--- src/rtl/grp3_majority_pkg.sv ---
package grp3_majority_pkg;
  localparam int unsigned DEF_GROUP_LEN = 3;
  localparam int unsigned DEF_MIN_ONES  = 2;

  function automatic int unsigned width_for(input int unsigned max_val);
    return (max_val < 2) ? 1 : $clog2(max_val + 1);
  endfunction
endpackage

--- src/rtl/grp3_slot_ctrl.sv ---
module grp3_slot_ctrl #(
  parameter int unsigned GROUP_LEN = 3,
  parameter int unsigned POS_W     = 2
) (
  input  logic             clk,
  input  logic             rst,
  input  logic             take,
  output logic [POS_W-1:0] slot,
  output logic             closing
);
  localparam logic [POS_W-1:0] LAST_SLOT = POS_W'(GROUP_LEN - 1);

  logic [POS_W-1:0] slot_r;

  assign closing = take && (slot_r == LAST_SLOT);
  assign slot    = slot_r;

  always_ff @(posedge clk) begin
    if (rst) begin
      slot_r <= '0;
    end else if (take) begin
      if (slot_r == LAST_SLOT) slot_r <= '0;
      else                     slot_r <= slot_r + POS_W'(1);
    end
  end
endmodule

--- src/rtl/grp3_ones_tally.sv ---
module grp3_ones_tally #(
  parameter int unsigned MIN_ONES = 2,
  parameter int unsigned CNT_W    = 2
) (
  input  logic             clk,
  input  logic             rst,
  input  logic             take,
  input  logic             bit_in,
  input  logic             closing,
  output logic [CNT_W-1:0] ones,
  output logic             reach
);
  localparam logic [CNT_W-1:0] CAP     = CNT_W'(MIN_ONES);
  localparam logic [CNT_W-1:0] CAP_M1  = CNT_W'(MIN_ONES - 1);

  logic [CNT_W-1:0] ones_r;
  logic [CNT_W-1:0] ones_nx;

  always_comb begin
    if (ones_r == CAP) ones_nx = ones_r;
    else               ones_nx = ones_r + {{(CNT_W-1){1'b0}}, bit_in};
  end

  assign reach = (ones_r == CAP) || (bit_in && (ones_r == CAP_M1));
  assign ones  = ones_r;

  always_ff @(posedge clk) begin
    if (rst)          ones_r <= '0;
    else if (closing) ones_r <= '0;
    else if (take)    ones_r <= ones_nx;
  end
endmodule

--- src/rtl/grp3_flag_reg.sv ---
module grp3_flag_reg (
  input  logic clk,
  input  logic rst,
  input  logic closing,
  input  logic reach,
  output logic flag
);
  always_ff @(posedge clk) begin
    if (rst) flag <= 1'b0;
    else     flag <= closing && reach;
  end
endmodule

--- src/rtl/grp3_majority_det.sv ---
module grp3_majority_det
  import grp3_majority_pkg::*;
#(
  parameter int unsigned GROUP_LEN = DEF_GROUP_LEN,
  parameter int unsigned MIN_ONES  = DEF_MIN_ONES
) (
  input  logic clk,
  input  logic rst,
  input  logic bit_vld,
  input  logic bit_in,
  output logic major_out
);
  localparam int unsigned POS_W = width_for(GROUP_LEN - 1);
  localparam int unsigned CNT_W = width_for(MIN_ONES);

  logic [POS_W-1:0] slot_q;
  logic [CNT_W-1:0] ones_q;
  logic             closing;
  logic             reach;

  grp3_slot_ctrl #(.GROUP_LEN(GROUP_LEN), .POS_W(POS_W)) u_slot (
    .clk(clk), .rst(rst), .take(bit_vld), .slot(slot_q), .closing(closing)
  );

  grp3_ones_tally #(.MIN_ONES(MIN_ONES), .CNT_W(CNT_W)) u_tally (
    .clk(clk), .rst(rst), .take(bit_vld), .bit_in(bit_in),
    .closing(closing), .ones(ones_q), .reach(reach)
  );

  grp3_flag_reg u_flag (
    .clk(clk), .rst(rst), .closing(closing), .reach(reach), .flag(major_out)
  );
endmodule

--- config.mk ---
export PLATFORM = sky130hd
export DESIGN_NAME = grp3_majority_det
export DESIGN_NICKNAME = d
export VERILOG_FILES = /design/src/rtl/grp3_majority_pkg.sv /design/src/rtl/grp3_slot_ctrl.sv /design/src/rtl/grp3_ones_tally.sv /design/src/rtl/grp3_flag_reg.sv /design/src/rtl/grp3_majority_det.sv
export SDC_FILE = /design/constraint.sdc
export NUM_CORES = 1
export LEC_CHECK = 0
export ABC_AREA = 1
export BUFFER_PORTS_ARGS = -buffer_cell sky130_fd_sc_hd__clkbuf_2
export CAP_MARGIN = 20
export CORE_AREA = 3 3 40 42
export CTS_BUF_LIST = sky130_fd_sc_hd__clkbuf_4 sky130_fd_sc_hd__clkbuf_8 sky130_fd_sc_hd__clkbuf_16
export CTS_CLUSTER_DIAMETER = 200
export DETAILED_ROUTE_END_ITERATION = 16
export DIE_AREA = 0 0 43 45
export GPL_TIMING_DRIVEN = 1
export PLACE_DENSITY = 0.31
export SLEW_MARGIN = 30
export SYNTH_ARGS = -nofsm -noshare
export SYNTH_HDL_FRONTEND = slang
export SYNTH_SLANG_ARGS = --single-unit
--- constraint.sdc ---
create_clock -name clk -period 1.15 [get_ports clk]
set_input_delay 0.345 -clock clk [delete_from_list [all_inputs] [get_ports clk]]
set_output_delay 0.345 -clock clk [all_outputs]
set_load 0.01 [all_outputs]
==> flow_metrics.py, run 1 <==
metrics = {
    "clock_network": {
        "tritoncts.num_buffers": 3,
        "worstSkewPairLatency_ns": 0.24,
        "numClockSinks": 5,
        "cts_max_path_buffers": 2,
        "post_cts_buffers": 0,
        "htree_levels": 1,
        "cts_root_buf": "sky130_fd_sc_hd__clkbuf_4",
        "worst_setup_hold_path_clk_slew_ns": 0.05,
        "cts_hold_buf": 0,
        "post_cts_resize_count": 0,
        "cts_tree": "built",
    },
    "timing": {
        "timing.fmax_ghz": 0.992,
        "maxSlewHeadroom_pct": 87.5,
        "setup-violations-final": 0,
        "timing.setup.tns_ns": 0,
        "grt_setup_unrepaired": "no",
        "fin_worst_skew_ns": 0.00491,
        "fin_crit_sh_pct": 87.6,
        "fin_ws_ns": 0.142,
        "final_hold_viol_count": 0,
        "slew_violations": 0,
        "worst-slew-pin-transition_ns": 0.188,
        "timing.final.crit_period_ns": 1.01,
    },
    "worst_setup_path": {
        "setup.worst_path.class": "register to output pin",
        "critical_path_peak_fanout": 1,
        "setup.worst_path.start": "u_flag.flag",
        "critical_path.cell_chain": "clkbuf_2",
        "timing.critical_path.slowest_cell_delay_ns": 0.30,
        "worst_r2r_setup_slack_ns": 0.19,
        "critPathRequiredTime_ns": 0.81,
        "r2r-end": "u_tally.ones[0]",
        "critical_path_cell_count": 1,
        "setup.worst_path.start_class": "register",
        "end_kind": "output pin",
        "critPathCapture": "major_out",
        "cp.arrival_ns": 0.66,
        "buf_inv_on_cp": 1,
        "regToRegStartpoint": "u_tally.ones[0]",
        "worst_path_max_delay_cell": "sky130_fd_sc_hd__dfxtp_1",
        "crit_family": "flip-flops",
        "worst_r2r_path_depth": 5,
    },
    "cells_and_area": {
        "seq_area_sq_um": 100,
        "layout.nets": 46,
        "most_frequent_cells_in_the_layout": "sky130_fd_sc_hd__nand2_1 (9), sky130_fd_sc_hd__dfxtp_1 (5)",
        "n_fill_cell": 153,
        "drive_gt1_share_pct": 30.0,
        "multi_input_comb_area_sq_um": 118,
        "mostFrequentLayoutCell": "sky130_fd_sc_hd__nand2_1",
        "final_cells": 55,
        "diodes": 0,
        "layout-area-overhead-vs-synth_pct": 29.6,
    },
    "die": {
        "std_cell_core_area_sq_um": 1280,
        "initial_standard_cell_utilization_of_the_core_pct": 18.1,
        "io_pins": 5,
        "die_h_um": 45,
        "die_w_um": 43,
        "row_count": 13,
        "fp.dieArea_sq_um": 1940,
    },
    "synth": {
        "synth-warning-count": 0,
        "synthDistinctLibCells": 11,
        "netlist_instances": 32,
        "total_of_flip_flops_plus_latches_after_synthesis": 5,
        "syn_nets": 37,
        "syn_area_sq_um": 233,
        "seq_area_frac_synth_pct": 43.0,
        "syn-mean-instance-area_sq_um": 7.27,
    },
    "power": {
        "power.combinational.fraction_pct": 10.5,
        "power.share.switching_pct": 24.7,
        "leakage_nw": 0.145,
        "p_sw_mw": 0.119,
        "power_frac_clock_pct": 48.2,
        "cell_internal_pwr_mw": 0.364,
        "ir_worst_vdd_mv": 0.598,
        "seq_power_share_pct": 41.3,
        "power_per_standard_cell_area_nw_per_um2": 1600,
    },
    "global_routing": {
        "first_global_vias": 176,
        "first_pass_grt_wire_length_um": 717,
        "grt_overflow": 0,
        "grt_overall_usage_pct": 5.58,
        "grt_max_degree": 7,
        "antenna_found_initial": 0,
    },
    "drt": {
        "firstDrtPassIters": 2,
        "post_drt_wl_per_cell_um": 8.25,
        "avgViaCountPerCell": 4.07,
        "vias": 224,
        "ant_nets": 0,
        "totalWireLength_um": 454,
        "detail_route.drc_violations": 0,
        "initialDrtViolationCount": 2,
    },
    "run_status": {
        "outcome": "finished, final reports clean",
    },
    "hold_path": {
        "min-delay-path-class": "input port to register",
    },
    "place": {
        "detailedPlace.worstSlack_ns": 0.110,
        "finalWeightedCongestion": 0.628,
        "port_buffers": 4,
        "placed_cells_incl_taps": 51,
        "detailed_place_hpwl_um": 360,
    },
    "job": {
        "drv_cap": 0,
    },
}
## metrics by stage
step	total power, mW	util (%)	cell area [sq um]	hold slack [ns]
global placement	0.252	21.1	272	0.476
global route	0.525	23.5	302	0.356
floorplan	0.236	-	233	0.456
CTS	0.500	23.5	302	0.348
detailed placement	0.254	21.1	272	0.485
finish	0.483	23.5	302	0.358
## worst min-delay path by stage
stage                     endpoint  slack [ns]  cells after the start      startpoint
floorplan           u_slot.slot[1]        0.46                      2  u_slot.slot[1]
global placement    u_slot.slot[1]        0.48                      2  u_slot.slot[1]
detailed placement  u_slot.slot[1]        0.48                      2  u_slot.slot[1]
CTS                    u_flag.flag        0.35                      4             rst
global route           u_flag.flag        0.36                      4             rst
finish                 u_flag.flag        0.36                      4             rst
## cells by family (layout without fill, tap and decap cells)
| group | after synthesis | in the layout | synth area share, % |
|---|---|---|---|
| simple gates | 16 | 16 | 29.0 |
| flops | 5 | 5 | 43.0 |
| xor+xnor | 1 | 1 | 3.76 |
| fa+ha+maj | 1 | 1 | 5.38 |
| compound gates | 5 | 5 | 12.4 |
| buf+inv | 4 | 12 | 6.45 |
## synth_stat cells
master / count / share of area, %
sky130_fd_sc_hd__nand2_1: 9 / 15
sky130_fd_sc_hd__nor2_2: 2 / 5.4
sky130_fd_sc_hd__nand2_2: 1 / 2.7
sky130_fd_sc_hd__a21oi_1: 3 / 6.4
sky130_fd_sc_hd__o21ai_0: 1 / 2.1
sky130_fd_sc_hd__inv_1: 4 / 6.4
sky130_fd_sc_hd__nor2_1: 4 / 6.4
sky130_fd_sc_hd__ha_1: 1 / 5.4
sky130_fd_sc_hd__dfxtp_1: 5 / 43
sky130_fd_sc_hd__xnor2_1: 1 / 3.8
sky130_fd_sc_hd__o21ai_2: 1 / 3.8
## sequential cells by signal (all words and copies together) (netlist names)
signal / flops
u_flag.flag: 1
u_tally.ones: 2
u_slot.slot: 2
## layer usage
metal	vias up	part of all wire, %	GRT usage, %
met1	102	40	5.78
li1	115	-	-
met4	0	0	0
met5	-	0	0
met3	0	12	7.57
met2	7	47	7.19
## layout make-up
cell class / count / share of cell area [%]
Timing Repair Buffer: 4 / 6.64
Clock buffer: 4 / 9.96
Sequential cell: 5 / 33.2
Tap cell: 15 / 6.22
Inverter: 4 / 4.98
Multi-Input combinational cell: 23 / 39.0
## power groups by stage
| stage | Clock (mW) | Combinational [mW] | Sequential, mW |
|---|---|---|---|
| floorplan | 0 | 0.0362 | 0.200 |
| global placement | 0 | 0.0501 | 0.202 |
| detailed placement | 0 | 0.0513 | 0.203 |
| CTS | 0.249 | 0.0519 | 0.199 |
| global route | 0.264 | 0.0602 | 0.201 |
| finish | 0.233 | 0.0506 | 0.200 |
No activity file was read; power rests on OpenSTA's default activity.
==> run 2, diff against run 1 <==
--- a/config.mk
+++ b/config.mk
@@ -8,11 +8,11 @@
 export ABC_AREA = 1
 export BUFFER_PORTS_ARGS = -buffer_cell sky130_fd_sc_hd__clkbuf_2
 export CAP_MARGIN = 20
-export CORE_AREA = 3 3 40 42
+export CORE_AREA = 2 2 39 41
 export CTS_BUF_LIST = sky130_fd_sc_hd__clkbuf_4 sky130_fd_sc_hd__clkbuf_8 sky130_fd_sc_hd__clkbuf_16
 export CTS_CLUSTER_DIAMETER = 200
 export DETAILED_ROUTE_END_ITERATION = 16
-export DIE_AREA = 0 0 43 45
+export DIE_AREA = 0 0 41 43
 export GPL_TIMING_DRIVEN = 1
 export PLACE_DENSITY = 0.31
 export SLEW_MARGIN = 30
==> constraint.sdc (replaced) <==
create_clock -name clk -period 1.15 [get_ports clk]
set_input_delay 0.1725 -clock clk [delete_from_list [all_inputs] [get_ports clk]]
set_output_delay 0.1725 -clock clk [all_outputs]
set_load 0.01 [all_outputs]
==> flow_metrics.py, run 2 (synthesis gave the netlist of run 1 again) <==
metrics = {
    "timing": {
        "maxSlewHeadroom_pct": 88.2,
        "grt_setup_unrepaired": "no",
        "final_hold_viol_count": 0,
        "timing.final.crit_period_ns": 0.963,
        "timing.fmax_ghz": 1.04,
        "slew_violations": 0,
        "fin_worst_skew_ns": 0.00299,
        "fin_crit_sh_pct": 83.7,
        "hold_ws_ns": 0.196,
        "fin_ws_ns": 0.187,
        "timing.setup.tns_ns": 0,
        "setup-violations-final": 0,
        "worst-slew-pin-transition_ns": 0.175,
    },
    "global_routing": {
        "top_usage_layer": "met1",
        "grt_overflow": 0,
        "grt_max_degree": 7,
        "grt_util_met2_pct": 7.50,
        "antenna_found_initial": 0,
        "gr-usage-met3_pct": 3.14,
        "gr-usage-met1_pct": 9.68,
        "first_global_vias": 192,
        "grt_overall_usage_pct": 7.24,
        "first_pass_grt_wire_length_um": 765,
    },
    "drt": {
        "initialDrtViolationCount": 0,
        "vias": 208,
        "avgViaCountPerCell": 3.71,
        "post_drt_wl_per_cell_um": 7.73,
        "ant_nets": 0,
        "firstDrtPassIters": 1,
        "totalWireLength_um": 433,
        "detail_route.drc_violations": 0,
    },
    "clock_network": {
        "numClockSinks": 5,
        "worstSkewPairLatency_ns": 0.25,
        "cts_root_buf": "sky130_fd_sc_hd__clkbuf_4",
        "worst_setup_hold_path_clk_slew_ns": 0.04,
        "cts_hold_buf": 0,
        "htree_levels": 1,
        "post_cts_resize_count": 0,
        "cts_tree": "built",
        "tritoncts.num_buffers": 3,
        "post_cts_buffers": 0,
        "cts_max_path_buffers": 2,
    },
    "power": {
        "total_power_mw": 0.480,
        "power_per_standard_cell_area_nw_per_um2": 1590,
        "leakage_nw": 0.145,
        "ir_worst_vdd_mv": 0.527,
    },
    "job": {
        "drv_cap": 0,
    },
    "worst_setup_path": {
        "setup.worst_path.start_class": "register",
        "critical_path_peak_fanout": 5,
        "cp.arrival_ns": 1.10,
        "critPathRequiredTime_ns": 1.28,
        "setup.worst_path.class": "register to register",
        "end_kind": "register",
    },
    "place": {
        "port_buffers": 4,
        "detailedPlace.worstSlack_ns": 0.194,
        "finalWeightedCongestion": 0.578,
        "dpl-instance-area_sq_um": 273,
    },
    "hold_path": {
        "min-delay-path-class": "input port to register",
    },
    "cells_and_area": {
        "drive_gt1_share_pct": 30.0,
        "layout-area-overhead-vs-synth_pct": 30.1,
        "diodes": 0,
        "final_cell_area_sq_um": 303,
        "layout.nets": 46,
        "n_fill_cell": 168,
        "most_frequent_cells_in_the_layout": "sky130_fd_sc_hd__nand2_1 (9), sky130_fd_sc_hd__dfxtp_1 (5)",
        "mostFrequentLayoutCell": "sky130_fd_sc_hd__nand2_1",
    },
    "die": {
        "std_cell_core_area_sq_um": 1380,
        "io_pins": 5,
        "die_h_um": 43,
        "fp.dieArea_sq_um": 1760,
        "row_count": 14,
        "initial_standard_cell_utilization_of_the_core_pct": 16.8,
        "die_w_um": 41,
    },
    "run_status": {
        "outcome": "finished, final reports clean",
    },
}
==> run 2: final timing paths <==
check                  start  slack, ns              end  depth (start not counted)
max          u_tally.ones[0]       0.19  u_tally.ones[1]                          4
min                      rst       0.20      u_flag.flag                          4
max reg2reg  u_tally.ones[0]       0.19  u_tally.ones[1]                          4
min reg2reg   u_slot.slot[1]       0.50   u_slot.slot[1]                          2
==> run 2: metal layers <==
metal / up-vias / routed length (um) / share of wire [%]
met2: 5 / 172 / 40
met1: 87 / 211 / 49
met3: 2 / 30 / 6.9
li1: 114 / - / -
met4: 0 / 18 / 4.2
met5: - / 0 / 0
==> run 2: report_power, final <==
group          total, mW  switching (mW)  internal (mW)
logic             0.0504          0.0276         0.0228
clock network      0.230          0.0755          0.155
registers          0.199          0.0130          0.186
==> run 2: metrics by stage <==
step | cells | util (%)
2_1_floorplan | 32 | -
3_3_place_gp | 52 | 19.7
3_5_place_dp | 52 | 19.7
4_1_cts | 56 | 21.9
5_1_grt | 56 | 21.9
6_report | 56 | 21.9
==> run 2: final cells by class <==
class / count / area (sq um) / area share, %
multi-input cells: 23 / 118 / 38.8
flip-flops and latches: 5 / 100 / 33.1
clock buffers: 4 / 30.0 / 9.92
repair buffers: 4 / 20.0 / 6.61
well taps: 16 / 20.0 / 6.61
inverters: 4 / 15.0 / 4.96
==> run 2: worst max-delay path, stage by stage, from the launching register on <==
cell and delay (ns):
sky130_fd_sc_hd__dfxtp_1 0.38, sky130_fd_sc_hd__ha_1 0.17, sky130_fd_sc_hd__nand2_1 0.06, sky130_fd_sc_hd__o21ai_0 0.18, sky130_fd_sc_hd__nor2_1 0.06
